File: src/rtl/txf_pkg.sv
package txf_pkg;
  typedef enum logic [3:0] {
    ST_IDLE, ST_ALLOC, ST_HDR0, ST_HDR1, ST_DATA, ST_PAD,
    ST_CTRL, ST_ENQ, ST_WTX, ST_FREE, ST_WBSY, ST_DRAIN
  } fr_st_e;

  typedef enum logic [1:0] {AL_IDLE, AL_REQ, AL_POLL} al_st_e;
endpackage

File: src/rtl/txf_sizer.sv
module txf_sizer #(
  parameter int LEN_W      = 12,
  parameter int MIN_LEN    = 60,
  parameter int PAGE_BYTES = 256,
  parameter int MAX_PAGES  = 8,
  parameter int OVERHEAD   = 6,
  parameter int PG_W       = 3
) (
  input  logic [LEN_W-1:0] len,
  output logic [LEN_W-1:0] padded,
  output logic [PG_W-1:0]  page_code,
  output logic             too_big,
  output logic [15:0]      byte_cnt
);
  localparam int SH   = $clog2(PAGE_BYTES);
  localparam int FW   = LEN_W + 1 - SH;

  logic [LEN_W:0] span;
  logic [FW-1:0]  pg_full;

  always_comb begin
    padded    = (len < LEN_W'(MIN_LEN)) ? LEN_W'(MIN_LEN) : len;
    span      = {1'b0, padded[LEN_W-1:1], 1'b0} + (LEN_W+1)'(OVERHEAD);
    pg_full   = span[LEN_W:SH];
    too_big   = pg_full > FW'(MAX_PAGES - 1);
    page_code = pg_full[PG_W-1:0];
    byte_cnt  = 16'(padded) + 16'(OVERHEAD);
  end
endmodule

File: src/rtl/txf_alloc.sv
module txf_alloc
  import txf_pkg::*;
#(
  parameter int POLL_WIN = 16,
  parameter int MAX_TRY  = 5
) (
  input  logic clk,
  input  logic rst_n,
  input  logic start,
  input  logic alloc_ack,
  input  logic alloc_fail,
  output logic alloc_req,
  output logic granted,
  output logic refused
);
  localparam int PW = (POLL_WIN > 1) ? $clog2(POLL_WIN) : 1;
  localparam int TW = (MAX_TRY > 1) ? $clog2(MAX_TRY) : 1;

  al_st_e        st;
  logic [PW-1:0] pcnt;
  logic [TW-1:0] tries;
  logic          win_end, last_try;

  assign win_end   = pcnt == PW'(POLL_WIN - 1);
  assign last_try  = tries == TW'(MAX_TRY - 1);
  assign alloc_req = st == AL_REQ;
  assign granted   = (st == AL_POLL) && alloc_ack && !alloc_fail;
  assign refused   = (st == AL_POLL) &&
                     ((alloc_ack && alloc_fail) || (!alloc_ack && win_end && last_try));

  always_ff @(posedge clk or negedge rst_n) begin
    if (!rst_n) begin
      st    <= AL_IDLE;
      pcnt  <= '0;
      tries <= '0;
    end else begin
      case (st)
        AL_IDLE: if (start) begin
          st    <= AL_REQ;
          tries <= '0;
        end
        AL_REQ: begin
          pcnt <= '0;
          st   <= AL_POLL;
        end
        AL_POLL: begin
          if (alloc_ack || (win_end && last_try)) st <= AL_IDLE;
          else if (win_end) begin
            tries <= tries + 1'b1;
            st    <= AL_REQ;
          end else pcnt <= pcnt + 1'b1;
        end
        default: st <= AL_IDLE;
      endcase
    end
  end

  assert_req_single_R7: assert property (@(posedge clk) disable iff (!rst_n)
    alloc_req |=> !alloc_req);
  assert_no_retry_after_refuse_R8: assert property (@(posedge clk) disable iff (!rst_n)
    refused |=> !alloc_req);
endmodule

File: src/rtl/txf_framer.sv
module txf_framer
  import txf_pkg::*;
#(
  parameter int LEN_W      = 12,
  parameter int PKT_W      = 6,
  parameter int MIN_LEN    = 60,
  parameter int PAGE_BYTES = 256,
  parameter int MAX_PAGES  = 8,
  parameter int POLL_WIN   = 16,
  parameter int MAX_TRY    = 5,
  parameter int TX_TMO     = 256,
  localparam int PG_W      = $clog2(MAX_PAGES),
  localparam int WA_W      = $clog2(PAGE_BYTES * MAX_PAGES / 2)
) (
  input  logic             clk,
  input  logic             rst_n,
  input  logic             s_valid,
  output logic             s_ready,
  input  logic [7:0]       s_data,
  input  logic             s_last,
  input  logic [LEN_W-1:0] s_len,
  output logic             alloc_req,
  output logic [PG_W-1:0]  alloc_pages,
  input  logic             alloc_ack,
  input  logic             alloc_fail,
  input  logic [PKT_W-1:0] alloc_pkt,
  output logic             ram_we,
  output logic [WA_W-1:0]  ram_addr,
  output logic [15:0]      ram_wdata,
  output logic [PKT_W-1:0] pkt_id,
  output logic             cmd_enq,
  output logic             cmd_free,
  input  logic             tx_done,
  input  logic             mmu_busy,
  output logic             done_ok,
  output logic             done_err
);
  localparam int TM_W        = (TX_TMO > 1) ? $clog2(TX_TMO) : 1;
  localparam int PAD_END     = 2 + MIN_LEN / 2;
  localparam logic [15:0] ODD_FLAG = 16'h2000;

  fr_st_e           st;
  logic [LEN_W-1:0] len_q, pad_q, idx, sz_pad;
  logic [PG_W-1:0]  pg_q, sz_pg;
  logic [15:0]      bc_q, sz_bc;
  logic             sz_big, al_start, al_ok, al_bad, acc, last_b, ok_q, fin;
  logic [7:0]       lo_q;
  logic [WA_W-1:0]  waddr;
  logic [TM_W-1:0]  tmo;

  txf_sizer #(.LEN_W(LEN_W), .MIN_LEN(MIN_LEN), .PAGE_BYTES(PAGE_BYTES),
              .MAX_PAGES(MAX_PAGES), .OVERHEAD(6), .PG_W(PG_W)) sizer_i (
    .len(s_len), .padded(sz_pad), .page_code(sz_pg), .too_big(sz_big), .byte_cnt(sz_bc));

  txf_alloc #(.POLL_WIN(POLL_WIN), .MAX_TRY(MAX_TRY)) alloc_i (
    .clk(clk), .rst_n(rst_n), .start(al_start), .alloc_ack(alloc_ack),
    .alloc_fail(alloc_fail), .alloc_req(alloc_req), .granted(al_ok), .refused(al_bad));

  assign al_start    = (st == ST_IDLE) && s_valid && !sz_big;
  assign alloc_pages = pg_q;
  assign s_ready     = (st == ST_DATA) || (st == ST_DRAIN);
  assign acc         = s_valid && s_ready;
  assign last_b      = idx == LEN_W'(len_q - 1'b1);
  assign ram_addr    = waddr;
  assign pkt_id      = pkt_q;
  assign cmd_enq     = st == ST_ENQ;
  assign cmd_free    = st == ST_FREE;
  assign fin         = (st == ST_WBSY) && !mmu_busy;
  assign done_ok     = fin && ok_q;
  assign done_err    = (fin && !ok_q) || ((st == ST_DRAIN) && acc && s_last);

  logic [PKT_W-1:0] pkt_q;

  always_comb begin
    ram_we    = 1'b0;
    ram_wdata = '0;
    case (st)
      ST_HDR0: ram_we = 1'b1;
      ST_HDR1: begin ram_we = 1'b1; ram_wdata = bc_q; end
      ST_DATA: if (acc) begin
        if (idx[0]) begin
          ram_we = 1'b1; ram_wdata = {s_data, lo_q};
        end else if (idx == LEN_W'(pad_q - 1'b1)) begin
          ram_we = 1'b1; ram_wdata = ODD_FLAG | {8'h00, s_data};
        end else if (last_b) begin
          ram_we = 1'b1; ram_wdata = {8'h00, s_data};
        end
      end
      ST_PAD, ST_CTRL: ram_we = 1'b1;
      default: ;
    endcase
  end

  always_ff @(posedge clk or negedge rst_n) begin
    if (!rst_n) begin
      st <= ST_IDLE; len_q <= '0; pad_q <= '0; pg_q <= '0; bc_q <= '0;
      idx <= '0; lo_q <= '0; waddr <= '0; tmo <= '0; ok_q <= 1'b0; pkt_q <= '0;
    end else begin
      if (ram_we) waddr <= waddr + 1'b1;
      case (st)
        ST_IDLE: begin
          waddr <= '0;
          idx   <= '0;
          if (s_valid) begin
            len_q <= s_len; pad_q <= sz_pad; pg_q <= sz_pg; bc_q <= sz_bc;
            st    <= sz_big ? ST_DRAIN : ST_ALLOC;
          end
        end
        ST_ALLOC: begin
          if (al_ok) begin pkt_q <= alloc_pkt; st <= ST_HDR0; end
          else if (al_bad) st <= ST_DRAIN;
        end
        ST_HDR0: st <= ST_HDR1;
        ST_HDR1: st <= ST_DATA;
        ST_DATA: if (acc) begin
          idx  <= idx + 1'b1;
          lo_q <= s_data;
          if (last_b) begin
            if (!idx[0] && len_q >= LEN_W'(MIN_LEN)) st <= ST_ENQ;
            else if (len_q < LEN_W'(MIN_LEN) && waddr != WA_W'(PAD_END - 1)) st <= ST_PAD;
            else st <= ST_CTRL;
          end
        end
        ST_PAD:  if (waddr == WA_W'(PAD_END - 1)) st <= ST_CTRL;
        ST_CTRL: st <= ST_ENQ;
        ST_ENQ: begin tmo <= '0; st <= ST_WTX; end
        ST_WTX: begin
          if (tx_done) begin ok_q <= 1'b1; st <= ST_FREE; end
          else if (tmo == TM_W'(TX_TMO - 1)) begin ok_q <= 1'b0; st <= ST_FREE; end
          else tmo <= tmo + 1'b1;
        end
        ST_FREE: st <= ST_WBSY;
        ST_WBSY: if (!mmu_busy) st <= ST_IDLE;
        ST_DRAIN: if (acc && s_last) st <= ST_IDLE;
        default: st <= ST_IDLE;
      endcase
    end
  end

  assert_status_excl_R11: assert property (@(posedge clk) disable iff (!rst_n)
    !(done_ok && done_err));
  assert_addr_step_R5: assert property (@(posedge clk) disable iff (!rst_n)
    ram_we |=> (!ram_we || ram_addr == WA_W'($past(ram_addr) + 1'b1)));
  assert_enq_quiet_R9: assert property (@(posedge clk) disable iff (!rst_n)
    cmd_enq |=> (!cmd_enq && !ram_we && !s_ready));
  assert_free_once_R9: assert property (@(posedge clk) disable iff (!rst_n)
    cmd_free |=> !cmd_free);
  assert_ready_hold_R10: assert property (@(posedge clk) disable iff (!rst_n)
    alloc_req |-> !s_ready);
endmodule

File: config.mk
export PLATFORM = sky130hd
export DESIGN_NAME = txf_framer
export DESIGN_NICKNAME = d
export VERILOG_FILES = /design/src/rtl/txf_pkg.sv /design/src/rtl/txf_sizer.sv /design/src/rtl/txf_alloc.sv /design/src/rtl/txf_framer.sv
export SDC_FILE = /design/constraint.sdc
export NUM_CORES = 1
export LEC_CHECK = 0
export ABC_CLOCK_PERIOD_IN_PS = 6900
export BUFFER_PORTS_ARGS = -buffer_cell sky130_fd_sc_hd__buf_4
export CORE_MARGIN = 2
export CORE_UTILIZATION = 35
export CTS_BUF_LIST = sky130_fd_sc_hd__clkbuf_4
export CTS_CLUSTER_SIZE = 24
export DETAILED_ROUTE_END_ITERATION = 10
export GPL_ROUTABILITY_DRIVEN = 0
export PLACE_DENSITY = 0.61
export SLEW_MARGIN = 30
export SYNTH_ARGS = -nofsm -noshare
export SYNTH_HDL_FRONTEND = slang
export SYNTH_HIERARCHICAL = 1
export SYNTH_SLANG_ARGS = --single-unit
File: constraint.sdc
create_clock -name clk -period 6.9 [get_ports clk]
set_clock_uncertainty 0.15 [all_clocks]
set_input_delay 0 -clock clk [delete_from_list [all_inputs] [get_ports clk]]
set_output_delay 0 -clock clk [all_outputs]
set_load 0.005 [all_outputs]
==> results.toml <==
[timing]
slew_headroom = 0.5196
tns_ns = 0
fin_crit_ns = 3.851
rsz0062_at_grt = "no"
setup_violations = 0
hold_viol = 0
worst_slew_pin_slew_ns = 0.7190
drv_slew = 0
timing.fmax_ghz = 0.2597
fin_crit_sh = 0.5581

[logic_synthesis]
syn_area_um2 = 6320
synth-edff-count = 0
syn_area_per_cell_um2 = 9.518
netlist_instances = 664
seq_area_frac_synth = 0.3999
yosys_warnings = 6
synth.distinct_cells = 72
ys_ff_latch = 101
ys_dominant_reg_cell = "dfrtp_1"
async_reset_ff_frac = 1.000

[layout]
utilization = 0.4252
area_growth_syn_to_layout_pct = 20.04
final_common_cell = "dfrtp_1"
mostFrequentLayoutCells = "101 x dfrtp_1, 78 x buf_4, 73 x nand2_1"
fin_nets = 798
drive_above_1_share = 0.2315

[route]
dr_wl_met3_um = 489
wl_per_cell_um = 15.46
top_layer = "met4"
wl_met1_mm = 7.363
routed_wl_mm = 15.25
drc = 0
ant_nets = 0
num_vias = 5097
vias_per_cell = 5.169
firstDrtPassIters = 5
drt_iter0_drc = 270
dr_wl_met2_mm = 7.211

[placement]
dpl.hpwl_mm = 10.70
io_buffers = 75

[cts]
clk_pin_slew_ns = 0.15
cts_root_buf = "clkbuf_4"
clk_path_buf_depth = 2
post_cts_buffers = 0
clock_latency_ns = 0.50
cts_hold_buf = 41
cts_tree = "built"
h-tree-depth = 3
cts_resized = 0
numCtsBuffers = 9
clock-sinks = 101

[worst_setup_path]
arrival_ns = 3.70
ff2ff_setup_slack_ns = 3.36
critPathRequiredTime_ns = 6.75
crit_fanout = 8
slowest_stage = "or4_1"
cp-end-kind = "output port"
cp-start-kind = "flop"
path_class = "reg2out"
crit_path_cell_trace = "inv_1, ha_1, nor4bb_1, o211ai_1, or4_1, nor4_1, and4bb_2, a31oi_1, nor3_2, a21o_1, buf_4"
slowest_delay_ns = 0.52

[floorplanning]
die_w_um = 138.4
ioPinCount = 76
core_area_um2 = 17840
std_cell_rows = 49
die_area_um2 = 19150
start_util = 0.3542
fp.dieH_um = 138.4

[pwr]
power_density_nw_per_um2 = 324.4
p_leak_nw = 3.451
max-vdd-ir-drop_v = 0.0001559
power_mw = 2.461

[grt]
grt_pass1_wl_mm = 25.95
gr-total-overflow = 0
antenna_found_initial = 1
track_usage = 0.1652
grt_start_max_net_pins = 68
grt_pass1_vias = 4982

[run]
cap_viol_max_count = 0

[run_status]
outcome = "finished, final reports clean"

[min_path]
hp-class = "in2reg"
[worst paths after layout]
kind / cells after the start / end / from
setup / recovery: 11 / ram_wdata[3] / len_q[0]$_DFFE_PN0P_
hold / removal: 4 / lo_q[1]$_DFFE_PN0P_ / s_data[1]
setup reg to reg: 10 / ram_addr[3]$_DFFE_PN0P_ / pad_q[0]$_DFFE_PN0P_
hold reg to reg: 2 / lo_q[1]$_DFFE_PN0P_ / lo_q[1]$_DFFE_PN0P_
max in group asynchronous: 4 / pkt_id[5]$_DFFE_PN0P_ / rst_n
min in group asynchronous: 4 / idx[6]$_DFFE_PN0P_ / rst_n
[power by group]
group | internal [mW] | switching (mW) | leakage, nW
Clock | 0.151 | 0.210 | 0.0884
Sequential | 0.787 | 0.261 | 1.29
Combinational | 0.562 | 0.489 | 2.07
Total | 1.50 | 0.960 | 3.45
[metal layers]
| metal | track usage | up-vias |
|---|---|---|
| met3 | 0.02910 | 13 |
| li1 | - | 2533 |
| met1 | 0.2321 | 2467 |
| met5 | 0 | - |
| met2 | 0.2632 | 84 |
| met4 | 0.04619 | 0 |
[through the flow]
step           setup WS, ns  std cells  area [um^2]  hold WS [ns]
6_report              3.049        986         7586        0.1064
5_1_grt               2.767        986         7586       0.06786
4_1_cts               3.019        985         7580       0.05777
3_5_place_dp          3.391        928         6998       -0.1562
3_3_place_gp          3.481        928         6992       -0.1495
2_1_floorplan         3.685        666         6327       -0.4456
[area by class of cell]
class	instances	area (um^2)
inverters	24	90.09
multi-input cells	495	3501
repair buffers	120	1017
flip-flops and latches	101	2527
clock inverters	6	86.33
diodes	1	2.502
clock buffers	10	75.07
well taps	229	286.5
fillers	1742	10250
[logic make-up after synthesis]
logic type	Yosys count	synth area share
fa+ha+maj	13	0.02574
simple gates	249	0.2065
flops	101	0.3999
other cells	1	0.0005934
buf+inv	70	0.05049
compound gates	116	0.1342
xor+xnor	47	0.06513
mux	67	0.1174
[cell usage after synthesis (6+ instances only)]
| library cell | instances | area [um^2] |
|---|---|---|
| a22o_1 | 17 | 148.9 |
| or3_1 | 11 | 68.82 |
| a21oi_1 | 20 | 100.1 |
| dfrtp_1 | 101 | 2527 |
| a21o_1 | 13 | 97.59 |
| xor2_1 | 24 | 210.2 |
| nand2_1 | 74 | 277.8 |
| o21ai_1 | 8 | 40.04 |
| nand3_1 | 23 | 115.1 |
| mux2_2 | 53 | 596.8 |
| clkbuf_1 | 33 | 123.9 |
| o21ai_0 | 17 | 85.08 |
| nor4_1 | 7 | 43.79 |
| and3_1 | 7 | 43.79 |
| nand4_1 | 12 | 75.07 |
| nor2_1 | 46 | 172.7 |
| xnor2_1 | 23 | 201.4 |
| ha_1 | 13 | 162.7 |
| nor3_1 | 22 | 110.1 |
| mux2i_1 | 13 | 130.1 |
| inv_1 | 24 | 90.09 |
| buf_4 | 7 | 52.55 |
| a31oi_1 | 6 | 37.54 |
| nand2b_1 | 10 | 62.56 |
[sequential cells by signal, indices dropped and copies added (netlist names)]
| signal | flops |
|---|---|
| len_q | 12 |
| pkt_id | 6 |
| lo_q | 8 |
| ok_q | 1 |
| pad_q | 12 |
| st | 4 |
| alloc_pages | 3 |
| alloc_i/st | 2 |
| ram_addr | 10 |
| idx | 12 |
| alloc_i/tries | 3 |
| tmo | 8 |
| alloc_i/pcnt | 4 |
| bc_q | 16 |
[worst max-delay path: cells and delay by family, from the launching register on]
family	cells	cell delay [ns]
buffers and inverters	2	0.18
flip-flops	1	0.45
adder cells (fa/ha/maj)	1	0.25
AND/OR/NAND/NOR	5	1.94
AO/OA/AOI/OAI	3	0.39
Note: power is estimated with default switching activity, not from simulation.
